File: src/rtl/dma_eng_pkg.sv
// Shared types and constants for the descriptor DMA engine.
// Assumes a descriptor of three consecutive words: buffer, length, status.
package dma_eng_pkg;
    typedef enum logic [2:0] {
        ST_IDLE,
        ST_FETCH_REQ,
        ST_FETCH_RSP,
        ST_RX_MOVE,
        ST_OWNER_WR,
        ST_TX_REQ,
        ST_TX_RSP,
        ST_TX_SEND
    } eng_state_t;

    localparam logic [1:0] FLD_BUF   = 2'd0;
    localparam logic [1:0] FLD_LEN   = 2'd1;
    localparam logic [1:0] FLD_STAT  = 2'd2;
    localparam int         OWNER_BIT = 0;
endpackage

File: src/rtl/dma_word_ctr.sv
// Address generator and remaining-word counter for one transfer.
// Loads a byte address and a byte length, rounds the length up to whole
// words, and advances by one word per step. Assumes step only when not empty.
module dma_word_ctr #(
    parameter int AW = 32,
    parameter int WB = 4
) (
    input  logic          clk,
    input  logic          rst_n,
    input  logic          load,
    input  logic [AW-1:0] load_addr,
    input  logic [AW-1:0] load_bytes,
    input  logic          step,
    output logic [AW-1:0] cur_addr,
    output logic          empty
);
    localparam int SH = $clog2(WB);
    localparam int CW = AW - SH + 1;

    logic [CW-1:0] remain_q;
    logic [CW-1:0] load_words;

    // Byte length rounded up to whole words.
    assign load_words = {1'b0, load_bytes[AW-1:SH]} + CW'(|load_bytes[SH-1:0]);
    assign empty      = (remain_q == '0);

    // Address and count registers.
    always_ff @(posedge clk) begin
        if (!rst_n) begin
            cur_addr <= '0;
            remain_q <= '0;
        end else if (load) begin
            cur_addr <= load_addr;
            remain_q <= load_words;
        end else if (step) begin
            cur_addr <= cur_addr + AW'(WB);
            remain_q <= remain_q - 1'b1;
        end
    end

    AST_STEP_NOT_EMPTY: assert property (@(posedge clk) disable iff (!rst_n)
        step |-> !empty);
    AST_ADDR_ADVANCE: assert property (@(posedge clk) disable iff (!rst_n)
        (step && !load) |=> cur_addr == $past(cur_addr) + AW'(WB));
endmodule

File: src/rtl/dma_out_hold.sv
// Single-entry output register for transmit words.
// Holds one word on a valid/ready stream. Assumes load only when empty.
module dma_out_hold #(
    parameter int DW = 32
) (
    input  logic          clk,
    input  logic          rst_n,
    input  logic          load,
    input  logic [DW-1:0] load_data,
    output logic          out_valid,
    input  logic          out_ready,
    output logic [DW-1:0] out_data
);
    // Fill on load, drain on handshake.
    always_ff @(posedge clk) begin
        if (!rst_n) begin
            out_valid <= 1'b0;
            out_data  <= '0;
        end else if (load) begin
            out_valid <= 1'b1;
            out_data  <= load_data;
        end else if (out_valid && out_ready) begin
            out_valid <= 1'b0;
        end
    end

    AST_HOLD_STABLE: assert property (@(posedge clk) disable iff (!rst_n)
        (out_valid && !out_ready) |=> (out_valid && $stable(out_data)));
    AST_NO_OVERWRITE: assert property (@(posedge clk) disable iff (!rst_n)
        load |-> !out_valid);
endmodule

File: src/rtl/dma_desc_engine.sv
// Descriptor-driven DMA engine: fetches a three-word descriptor, then moves
// words device->memory (receive) or memory->device (transmit). A receive ends
// with an owner-bit write-back and a level interrupt.
// Assumes one outstanding memory read; responses are always accepted.
module dma_desc_engine
    import dma_eng_pkg::*;
#(
    parameter int AW = 32,
    parameter int DW = 32
) (
    input  logic          clk,
    input  logic          rst_n,
    input  logic          start,
    input  logic          start_dir,
    input  logic [AW-1:0] desc_addr,
    input  logic          irq_clear,
    output logic          busy,
    output logic          irq,
    output logic          mem_req_valid,
    input  logic          mem_req_ready,
    output logic          mem_req_write,
    output logic [AW-1:0] mem_req_addr,
    output logic [DW-1:0] mem_req_wdata,
    input  logic          mem_rsp_valid,
    input  logic [DW-1:0] mem_rsp_rdata,
    input  logic          dev_in_valid,
    output logic          dev_in_ready,
    input  logic [DW-1:0] dev_in_data,
    output logic          dev_out_valid,
    input  logic          dev_out_ready,
    output logic [DW-1:0] dev_out_data
);
    localparam int WB = DW / 8;
    localparam int SH = $clog2(WB);

    eng_state_t    state_q;
    logic [AW-1:0] desc_q;
    logic [AW-1:0] buf_q;
    logic [DW-1:0] stat_q;
    logic          dir_rx_q;
    logic [1:0]    fidx_q;
    logic          irq_q;

    logic          ctr_load;
    logic          ctr_step;
    logic [AW-1:0] cur_addr;
    logic          ctr_empty;
    logic          hold_load;
    logic          owner_done;

    assign busy       = (state_q != ST_IDLE);
    assign irq        = irq_q;
    assign ctr_load   = (state_q == ST_FETCH_RSP) && mem_rsp_valid && (fidx_q == FLD_LEN);
    assign owner_done = (state_q == ST_OWNER_WR) && mem_req_ready;

    dma_word_ctr #(.AW(AW), .WB(WB)) u_ctr (
        .clk        (clk),
        .rst_n      (rst_n),
        .load       (ctr_load),
        .load_addr  (buf_q),
        .load_bytes (AW'(mem_rsp_rdata)),
        .step       (ctr_step),
        .cur_addr   (cur_addr),
        .empty      (ctr_empty)
    );

    dma_out_hold #(.DW(DW)) u_hold (
        .clk       (clk),
        .rst_n     (rst_n),
        .load      (hold_load),
        .load_data (mem_rsp_rdata),
        .out_valid (dev_out_valid),
        .out_ready (dev_out_ready),
        .out_data  (dev_out_data)
    );

    // Request, stream-ready and counter-step decode per state.
    always_comb begin
        mem_req_valid = 1'b0;
        mem_req_write = 1'b0;
        mem_req_addr  = '0;
        mem_req_wdata = '0;
        dev_in_ready  = 1'b0;
        ctr_step      = 1'b0;
        hold_load     = 1'b0;
        case (state_q)
            ST_FETCH_REQ: begin
                mem_req_valid = 1'b1;
                mem_req_addr  = desc_q + (AW'(fidx_q) << SH);
            end
            ST_RX_MOVE: begin
                if (!ctr_empty) begin
                    mem_req_valid = dev_in_valid;
                    mem_req_write = 1'b1;
                    mem_req_addr  = cur_addr;
                    mem_req_wdata = dev_in_data;
                    dev_in_ready  = mem_req_ready;
                    ctr_step      = dev_in_valid && mem_req_ready;
                end
            end
            ST_OWNER_WR: begin
                mem_req_valid = 1'b1;
                mem_req_write = 1'b1;
                mem_req_addr  = desc_q + (AW'(FLD_STAT) << SH);
                mem_req_wdata = stat_q | (DW'(1) << OWNER_BIT);
            end
            ST_TX_REQ: begin
                if (!ctr_empty) begin
                    mem_req_valid = 1'b1;
                    mem_req_addr  = cur_addr;
                end
            end
            ST_TX_RSP: begin
                hold_load = mem_rsp_valid;
                ctr_step  = mem_rsp_valid;
            end
            default: ;
        endcase
    end

    // Sequencer: accept start, fetch descriptor, move data, finish.
    always_ff @(posedge clk) begin
        if (!rst_n) begin
            state_q  <= ST_IDLE;
            desc_q   <= '0;
            buf_q    <= '0;
            stat_q   <= '0;
            dir_rx_q <= 1'b0;
            fidx_q   <= '0;
        end else begin
            case (state_q)
                ST_IDLE: if (start && !irq_q) begin
                    desc_q   <= desc_addr;
                    dir_rx_q <= start_dir;
                    fidx_q   <= FLD_BUF;
                    state_q  <= ST_FETCH_REQ;
                end
                ST_FETCH_REQ: if (mem_req_ready) state_q <= ST_FETCH_RSP;
                ST_FETCH_RSP: if (mem_rsp_valid) begin
                    if (fidx_q == FLD_BUF) buf_q <= AW'(mem_rsp_rdata);
                    if (fidx_q == FLD_STAT) begin
                        stat_q  <= mem_rsp_rdata;
                        state_q <= dir_rx_q ? ST_RX_MOVE : ST_TX_REQ;
                    end else begin
                        fidx_q  <= fidx_q + 2'd1;
                        state_q <= ST_FETCH_REQ;
                    end
                end
                ST_RX_MOVE: if (ctr_empty) state_q <= ST_OWNER_WR;
                ST_OWNER_WR: if (mem_req_ready) state_q <= ST_IDLE;
                ST_TX_REQ: begin
                    if (ctr_empty)          state_q <= ST_IDLE;
                    else if (mem_req_ready) state_q <= ST_TX_RSP;
                end
                ST_TX_RSP: if (mem_rsp_valid) state_q <= ST_TX_SEND;
                ST_TX_SEND: if (!dev_out_valid) state_q <= ST_TX_REQ;
                default: state_q <= ST_IDLE;
            endcase
        end
    end

    // Interrupt: set by a finished owner write-back, cleared by software.
    always_ff @(posedge clk) begin
        if (!rst_n)          irq_q <= 1'b0;
        else if (owner_done) irq_q <= 1'b1;
        else if (irq_clear)  irq_q <= 1'b0;
    end

    AST_IRQ_LEVEL: assert property (@(posedge clk) disable iff (!rst_n)
        (irq_q && !irq_clear) |=> irq_q);
    AST_IRQ_WHEN_IDLE: assert property (@(posedge clk) disable iff (!rst_n)
        irq_q |-> !busy);
    AST_START_BLOCKED: assert property (@(posedge clk) disable iff (!rst_n)
        (!busy && irq_q && start) |=> !busy);
    AST_READ_HOLD: assert property (@(posedge clk) disable iff (!rst_n)
        (mem_req_valid && !mem_req_ready && !mem_req_write)
        |=> (mem_req_valid && $stable(mem_req_addr)));
    AST_RX_PASS: assert property (@(posedge clk) disable iff (!rst_n)
        (dev_in_valid && dev_in_ready) |-> (mem_req_valid && mem_req_write
        && mem_req_wdata == dev_in_data));
    AST_ONE_OUTSTANDING: assert property (@(posedge clk) disable iff (!rst_n)
        mem_rsp_valid |-> !mem_req_valid);
endmodule

File: config.mk
export PLATFORM = sky130hd
export DESIGN_NAME = dma_desc_engine
export DESIGN_NICKNAME = d
export VERILOG_FILES = /design/src/rtl/dma_eng_pkg.sv /design/src/rtl/dma_word_ctr.sv /design/src/rtl/dma_out_hold.sv /design/src/rtl/dma_desc_engine.sv
export SDC_FILE = /design/constraint.sdc
export NUM_CORES = 1
export LEC_CHECK = 0
export ABC_AREA = 1
export BUFFER_PORTS_ARGS = -buffer_cell sky130_fd_sc_hd__buf_2
export CAP_MARGIN = 10
export CORE_MARGIN = 2
export CORE_UTILIZATION = 52
export DETAILED_ROUTE_END_ITERATION = 10
export GPL_ROUTABILITY_DRIVEN = 0
export MAX_ROUTING_LAYER = met4
export PLACE_DENSITY = 0.75
export SLEW_MARGIN = 40
export SYNTH_ARGS = -nofsm -noshare
export SYNTH_HDL_FRONTEND = slang
export SYNTH_SLANG_ARGS = --single-unit
File: constraint.sdc
create_clock -name clk -period 2.75 [get_ports clk]
set_clock_uncertainty 0.1 [all_clocks]
set_input_delay 0.275 -clock clk [delete_from_list [all_inputs] [get_ports clk]]
set_output_delay 0.275 -clock clk [all_outputs]
set_load 0.01 [all_outputs]
; ---- Word-level counts from Yosys, hierarchy flattened
; Index checks and enable logic that the tools add are counted.
[op_classes]
addsub = 6
mul = 0
n_div = 0
magnitude_cmp = 0
n_eq_ne = 18
shift = 0
mux = 37
n_bitwise = 0
reduce_logical = 23
[ops]
columns = operator, n
row1 = $mux 32, 4
row2 = $pmux 32 s3, 1
row3 = $pmux 32 s2, 1
row4 = $mux 31, 2
row5 = $mux 3, 11
row6 = $add 32x3->32 const B, 1
row7 = $add 32x4->32, 1
row8 = $add 32x4->32 const B, 1
row9 = $add 30x1->31, 1
row10 = $logic_not 31->1, 1
row11 = $sub 31x1->31 const B, 1
row12 = $pmux 3 s8, 1
row13 = $ne 2x2->1 const B, 8
row14 = $eq 3x3->1 const B, 4
row15 = $mux 1, 10
row16 = $reduce_and 8->1, 1
row17 = $reduce_bool 2->1, 4
row18 = $eq 3x2->1 const B, 2
row19 = $logic_and 1x1->1, 6
row20 = $mux 2, 3
row21 = $reduce_and 3->1, 2
row22 = $reduce_or 2->1, 3
row23 = $pmux 1 s2, 2
row24 = $pmux 2 s2, 1
row25 = other kinds (12), 12
[totals]
ff_bits = 199
latch_bits = 0
ram_bits = 0
romBits = 0
inputBits = 105
output_inout_bits = 102
wordCells = 95
n_memories = 0

; ---- Longest topological paths before layout
; Gate-level depths: netlist of the first run.
[depth]
word_depth = 5
depth_mapped = 13
ltp_nobuf = 13

; ---- Cells and area by module
; A second synthesis of the first run with hierarchy kept.
[hier_totals]
hier_cells = 2001
hier_area_um2 = 12426.9
[modules_own_cells]
columns = mod, n_inst, cells_each, area_each_um2, seq_area_each_um2
row1 = dma_desc_engine, 1, 968, 6003.3, 2042.0
row2 = dma_word_ctr, 1, 890, 5267.6, 1261.2
row3 = dma_out_hold, 1, 143, 1156.1, 660.6

; ---- Worst setup path after synthesis of the first run
; Ideal clock, no wire load.
[synth_path]
kind = reg-to-output
start = register desc_q[3]
end = output port mem_req_addr[21]
arrival_time_ns = 1.664
required_ns = 2.375
slack_ns = 0.711
path_stages_with_launch = 10
n_path_buf = 0
path_cell_list = dfxtp_1 ha_1 a21oi_1 nor2_1 nand2_1 nor2_1 nand3_1 o21ai_0 nand3_1 nand3_1
[synth_via]
elab_chain_len = 2
word_cells_on_any_way = 3
cone_classes = add/sub (2) / mux (1)
[synth_lines]
columns = element, line_no
row1 = from (decl), dma_desc_engine.sv:37  ; logic [AW-1:0] desc_q;
row2 = from (signal assigned), dma_desc_engine.sv:133  ; desc_q <= desc_addr;
row3 = $add 32x4->32 (on tied branches), "dma_desc_engine.sv:104, dma_desc_engine.sv:89"
row4 = $pmux 32 s3 *, dma_desc_engine.sv:86  ; case (state_q)
row5 = to (decl), dma_desc_engine.sv:22  ; output logic [AW-1:0] mem_req_addr,
; Every way passes the cells marked *; elsewhere a longest branch is shown, timed or not.

; ---- Final worst setup path of the first run
[layout_path]
start = register fidx_q[1]
end = output port mem_req_addr[19]
[layout_via]
elab_chain_len = 2
[layout_lines]
columns = element, line_no
row1 = from (decl), dma_desc_engine.sv:41  ; logic [1:0] fidx_q;
row2 = from (signal assigned), dma_desc_engine.sv:145  ; fidx_q <= fidx_q + 2'd1;
row3 = $add 32x4->32, dma_desc_engine.sv:89  ; mem_req_addr = desc_q + (AW'(fidx_q) << SH);
row4 = $pmux 32 s3, dma_desc_engine.sv:86
; Every way passes these cells.

==> results of run 1 <==
[power groups by stage]
| stage | clock network (mW) | registers [mW] | logic, mW |
|---|---|---|---|
| finish | 2.72 | 3.70 | 5.60 |
| CTS | 2.73 | 3.65 | 5.10 |
| detailed placement | 0 | 3.71 | 5.06 |
| global placement | 0 | 3.70 | 4.96 |
| global route | 2.84 | 3.74 | 6.12 |
| floorplan | 0 | 3.55 | 3.69 |
[kinds of logic (layout without fill, tap and decap cells)]
group / count (synthesis) / count (layout) / synth area share, %
adder cells (fa/ha/maj): 12 / 12 / 1.28
flip-flops: 198 / 198 / 32.1
buffers and inverters: 316 / 485 / 10.4
AND/OR/NAND/NOR: 990 / 990 / 34.4
XOR/XNOR: 27 / 27 / 1.92
AO/OA/AOI/OAI: 476 / 476 / 19.9
[through the flow]
stage               total power [mW]  cells  hold slack (ps)
floorplan                       7.24   2019              310
CTS                             11.5   2503            0.491
finish                          12.0   2507             2.20
detailed placement              8.77   2464              345
global route                    12.7   2507             5.93
global placement                8.65   2464              338
[critical path: cells and delay by family, from the launching register on]
kind,cells,cell delay (ps)
simple gates,5,760
flops,1,360
compound gates,3,320
fa+ha+maj,1,310
buf+inv,1,130
[registers in the layout, summed over array words and instances (netlist names)]
register	count
buf_q	32
desc_q	32
u_ctr.cur_addr	32
u_hold.out_data	32
stat_q	31
u_ctr.remain_q	31
state_q	3
fidx_q	2
dir_rx_q	1
irq	1
u_hold.out_valid	1
[how the worst min path moves through the flow]
stage | from | to | slack (ps)
floorplan | mem_rsp_rdata[0] | u_hold.out_data[0] | 310
global placement | stat_q[13] | stat_q[13] | 340
detailed placement | stat_q[14] | stat_q[14] | 340
CTS | desc_addr[0] | desc_q[0] | 0.5
global route | desc_addr[27] | desc_q[27] | 6
finish | desc_addr[0] | desc_q[0] | 2
[timing repair]
item	CTS	global route
setup buffers	0	3
cloned	0	1
pin swaps	0	3
hold endpoints to repair	6	0
setup endpoints to repair	9	42
hold buffers	7	0
gates resized for setup	6	46
[cells in the final DEF, fill, tap and decap left out, types with 3 or more instances in the layout]
cell           netlist  layout
a21oi_1            179     179
dlygate4sd3_1        0       7
buf_4                4      22
nor3_2               2       6
dfxtp_1            198     190
inv_2                6       7
or2_2                4       4
nor3_1              37      30
ha_1                11      10
nor2_4               2       6
buf_2               23     205
nand3b_1            13      13
o21ai_0            257     255
nand3_2              1       3
dfxtp_2              0       8
nor2_2              11      22
clkinv_8             0       3
inv_1              207     206
nor2_1             263     248
xnor2_1              7       7
clkbuf_16            0      18
o21ai_1             14      15
inv_6                0       3
nand4_1              9       9
nand3_1            257     255
inv_12               0       7
buf_12               0       5
nor3_4               0       3
o211ai_1             8       8
xor2_1              20      20
nand2_2              2       9
nand2_1            385     378
[area by class of cell]
cell class	count	area, µm²
Clock buffer	17	425
Clock inverter	15	211
Fill cell	2269	8930
Inverter	213	800
Multi-Input combinational cell	1505	7280
Sequential cell	198	3970
Tap cell	319	399
Timing Repair Buffer	240	1390
[layer usage]
layer  part of all wire (%)  vias to the layer above  routed length, µm
met5                      0                        -                  0
met4                    5.5                        0               2410
met3                    8.8                      183               3870
met2                     46                      854              20300
met1                     40                     6560              17500
li1                       -                     6968                  -
==> results.json, run 1 <==
{
  "cts.path.max_buffers": 2,
  "rsz0062_at_grt": "yes",
  "fmaxAchievable_ghz": 0.371,
  "crit_start": "fidx_q[1]",
  "hp-class": "input port to flop",
  "drc_errors": 0,
  "antenna_found_initial": 0,
  "ir_drop_uv": 746,
  "synth_enable_flop_cells": 0,
  "htreeDepth": 4,
  "pwr-share-comb_pct": 46.6,
  "cp_slowest_stage_delay_ps": 360,
  "hold_path_depth": 3,
  "die-area_um2": 25000,
  "diodes": 0,
  "cp_slowest_cell": "dfxtp_1",
  "finalMaxSlewViolations": 0,
  "drt_iter0_markers": 1804,
  "syn_inst": 2019,
  "ios": 207,
  "required_ps": 2380,
  "cap_violations": 0,
  "ys_seq_area_share_pct": 32.1,
  "critPathKind": "flop to output port",
  "wl_per_cell_um": 17.6,
  "crit_path_max_fanout": 5,
  "hpwl_um": 31400,
  "grt_pass1_wl_um": 68200,
  "cts_tree": "done",
  "top_usage_layer": "met2",
  "cts_root_buf": "clkbuf_16",
  "synth_common_cells": "nand2_1 (385), nor2_1 (263), nand3_1 (257), o21ai_0 (257), inv_1 (207)",
  "finalHoldViolCount": 0,
  "power_per_cell_area_nw_per_um2": 830,
  "crit_top_cell": "a21oi_1",
  "async_flop_share_pct": 0,
  "final_area_um2": 14500,
  "antenna_left": 0,
  "yosys.area.top_type": "dfxtp_1",
  "syn_avg_cell_area_um2": 6.11,
  "numCtsBuffers": 17,
  "worst_slack_ps": 55.7,
  "pwr-share-clk_pct": 22.7,
  "portBuffers": 206,
  "post-synth-top-area-fraction_pct": 32.1,
  "cts_num_sinks": 198,
  "syn_nets": 2136,
  "netlist_top_cells_area": "dfxtp_1 (32%), nand2_1 (12%), nand3_1 (10%), o21ai_0 (10%), nor2_1 (8.0%)",
  "synthDistinctLibCells": 43,
  "end_kind": "output port",
  "rrSetupSlack_ps": 260,
  "fin_crit_ps": 2690,
  "cp-start-kind": "flop",
  "crit_end": "mem_req_addr[19]",
  "critPathArrivalTime_ps": 2320,
  "yosysWarnings": 0,
  "core.rowCount": 56,
  "r2r_start": "state_q[2]",
  "syn-cell-area_um2": 12300,
  "viasPerCell": 5.81,
  "post-synth-top-count-cell": "nand2_1",
  "p_sw_mw": 5.60,
  "setup_tns_ps": 0,
  "syn_to_final_growth_pct": 17.2,
  "placed_area_um2": 13500,
  "firstDrtPassIters": 7,
  "grt_max_degree": 127,
  "synth-seq-cells": 198,
  "grt_overflow_total": 0,
  "num_vias": 14600,
  "worst_pin_slew_ps": 937,
  "final_nets": 2292,
  "utilization_pct": 61.8,
  "die_w_um": 158,
  "seqPwrFrac_pct": 30.8,
  "initial_core_util_pct": 52.8,
  "finalCritPeriodShare_pct": 98.0,
  "p_leak_nw": 6.31,
  "grt_pass1_vias": 13100,
  "grtUsageMet1_pct": 43.1,
  "r2r_end": "desc_q[28]",
  "p_int_mw": 6.41,
  "setup_viol": 0,
  "dp_worst_setup_slack_ps": 339,
  "p_sw_share_pct": 46.6,
  "clk_pin_slew_ps": 90,
  "drive_above_1_share_pct": 15.6,
  "synthFlopType": "dfxtp_1",
  "die_h_um": 158,
  "slew_headroom_pct": 36.9,
  "coreArea_um2": 23400,
  "grt_util_met3_pct": 6.65,
  "grt_use_met2_pct": 57.3,
  "grt_usage_pct": 35.8,
  "status": "complete, no violations",
  "insertion_delay_ps": 450,
  "reg2reg_depth": 6,
  "wl_um": 44100,
  "crit_chain": "ha_1 -> a21oi_1 -> nor2_2 -> nand2_2 -> nor2_4 -> nand3_2 -> a21oi_1 -> o21ai_0 -> nand3_1 -> buf_2"
}
No activity file was read; power rests on OpenSTA's default activity.
==> run 2: changes to the inputs <==
Settings changed: HOLD_SLACK_MARGIN set to 0.06, SYNTH_HIERARCHICAL set to 1.
==> run 2 against run 1 <==
Register-to-register slack lost 150 ps. Via count grew 1.2%. Critical path type unchanged. Total power shrank 13%. The flow now finishes with violations (setup timing). Sequential share of layout area shrank 1.7 points. Critical path depth grew 6. Core utilization grew 3.7 points. Flip-flop and latch count is the same. Synthesized cell count shrank 0.89%. Clock power grew 3%. Routed wire length grew 0.98%. Sequential power shrank 4%.
==> results.json, run 2 <==
{
  "diodes": 0,
  "final_cells": 2584,
  "syn_avg_cell_area_um2": 6.21,
  "post-synth-top-count-cell": "nand2_1",
  "viasPerCell": 5.71,
  "p_leak_nw": 6.79,
  "grt_usage_pct": 35.5,
  "core.rowCount": 56,
  "drt_iter0_markers": 1636,
  "synthFlopType": "dfxtp_1",
  "cts_num_sinks": 198,
  "setup_tns_ps": -14860,
  "cts_root_buf": "clkbuf_16",
  "violations": "setup timing",
  "critPathArrivalTime_ps": 2720,
  "clk_pin_slew_ps": 90,
  "insertion_delay_ps": 460,
  "drive_above_1_share_pct": 19.2,
  "portBuffers": 206,
  "worst_slack_ps": -349,
  "worst_pin_slew_ps": 647,
  "layout_commonest_cell": "nand2_1",
  "synth_enable_flop_cells": 0,
  "syn_to_final_growth_pct": 23.8,
  "dr_wl_met2_um": 20800,
  "dr.max_layer_used": "met4",
  "wl_um": 44600,
  "hpwl_um": 31400,
  "htreeDepth": 4,
  "place_inst": 2507,
  "critPathKind": "flop to output port",
  "syn_nets": 2117,
  "die_w_um": 159,
  "ir_drop_uv": 469,
  "initial_core_util_pct": 52.9,
  "finalCritPeriodShare_pct": 113,
  "slew_headroom_pct": 56.8,
  "ys_seq_area_share_pct": 31.9,
  "power_mw": 10.5,
  "synthDistinctLibCells": 51,
  "grt_pass1_vias": 13100,
  "yosys.area.top_type": "dfxtp_1",
  "hp-class": "input port to flop",
  "cts.path.max_buffers": 2,
  "synth-seq-cells": 198,
  "syn_inst": 2001,
  "synth_common_cells": "nand2_1 (511), nor2_1 (261), nand3_1 (210)",
  "async_flop_share_pct": 0,
  "wl_per_cell_um": 17.3,
  "cap_violations": 0,
  "grt_overflow_total": 0,
  "final_nets": 2368,
  "grt_max_degree": 108,
  "layout_common_cells": "nand2_1 (499), nor2_1 (257), nand3_1 (198)",
  "netlist_top_cells_area": "dfxtp_1 (32%), nand2_1 (15%), nand3_1 (8.5%), nor2_1 (7.9%), o21ai_0 (6.8%)",
  "fin_crit_ps": 3100,
  "status": "finished with violations",
  "yosysWarnings": 6,
  "numCtsBuffers": 17,
  "end_kind": "output port",
  "fmaxAchievable_ghz": 0.323,
  "coreArea_um2": 23500,
  "post-synth-top-area-fraction_pct": 31.9,
  "cp-start-kind": "flop",
  "finalMaxSlewViolations": 0,
  "rsz0062_at_grt": "yes",
  "drc_errors": 0,
  "firstDrtPassIters": 5,
  "crit_path_max_fanout": 23,
  "wl_met3_um": 4040,
  "grt_pass1_wl_um": 67900,
  "dp_worst_setup_slack_ps": -201,
  "ios": 207,
  "finalHoldViolCount": 0,
  "antenna_found_initial": 0,
  "die-area_um2": 25200,
  "power_per_cell_area_nw_per_um2": 679,
  "setup_viol": 65,
  "required_ps": 2380,
  "syn-cell-area_um2": 12400,
  "met1Wirelength_um": 17700,
  "cts_tree": "done",
  "num_vias": 14700,
  "antenna_left": 0,
  "die_h_um": 159,
  "utilization_pct": 65.6
}
## run 2: changes by cell type after synthesis, sizes merged, moves of 7 or more
| cell | change |
|---|---|
| o21ai | -80 |
| a22oi | +23 |
| nor2 | +22 |
| buf | +8 |
| nand2 | +138 |
| nor3 | -23 |
| a31oi | +7 |
| nand3 | -43 |
| clkbuf | -28 |
| a21oi | -23 |
| nand4 | +11 |
| inv | -31 |
## run 2: critical path: stages (launching register included)
cell	delay [ps]
dfxtp_2	340
inv_2	70
ha_4	150
nand2_4	70
nor2_8	120
nand2_4	60
nor2_4	80
nand4_1	130
nor4_4	260
inv_2	90
buf_6	130
nand4_1	110
nand2_2	120
buf_12	180
nand2_2	80
nand3_2	110
buf_6	160
## run 2: kinds of logic (layout without fill, tap and decap cells)
| family | after synthesis | count (layout) | synth area share [%] |
|---|---|---|---|
| AOI/OAI and AO/OA | 401 | 401 | 17.3 |
| adders and majority gates | 11 | 11 | 1.17 |
| buffers and inverters | 269 | 533 | 9.05 |
| and+or+nand+nor | 1097 | 1097 | 38.9 |
| xor gates and xnor gates | 25 | 25 | 1.76 |
| DFF | 198 | 198 | 31.9 |
## run 2: timing repair
item	4_1_cts	5_1_grt
hold buffers	38	0
buffers inserted	3	4
endpoints found under the setup margin	126	120
hold endpoints to repair	38	0
cloned	1	1
gates resized for setup	47	21
pin swaps	3	7
## run 2: final timing paths
kind | startpoint | endpoint | slack, ps | depth (start not counted)
max reg2reg | u_ctr/remain_q[1] | u_ctr/remain_q[30] | 110 | 18
min | mem_rsp_rdata[8] | buf_q[8] | 80 | 3
min reg2reg | stat_q[23] | stat_q[23] | 350 | 2
max | u_ctr/remain_q[1] | mem_req_addr[8] | -350 | 16
## run 2: layout make-up
| type | count | area [µm²] |
|---|---|---|
| Fill cell | 2104 | 8080 |
| Multi-Input combinational cell | 1534 | 7510 |
| Sequential cell | 198 | 3970 |
| Timing Repair Buffer | 315 | 2140 |
| Inverter | 186 | 706 |
| Clock buffer | 17 | 425 |
| Tap cell | 319 | 399 |
| Clock inverter | 15 | 234 |
## run 2: stage by stage
step	hold WS, ps	instance area (µm²)
finish	84.3	15400
detailed placement	342	14000
global route	83.7	15400
floorplan	310	12400
global placement	334	14000
CTS	70.6	15300
## run 2: metal layers
layer / vias up / track usage (%)
met1: 6730 / 43.9
met2: 824 / 56.6
met3: 136 / 6.31
met4: 0 / 16.4
met5: - / -
li1: 7057 / -
## run 2: power by group
group / switching, mW / internal [mW]
Clock: 1.50 / 1.31
Sequential: 0.367 / 3.18
Combinational: 2.54 / 1.56
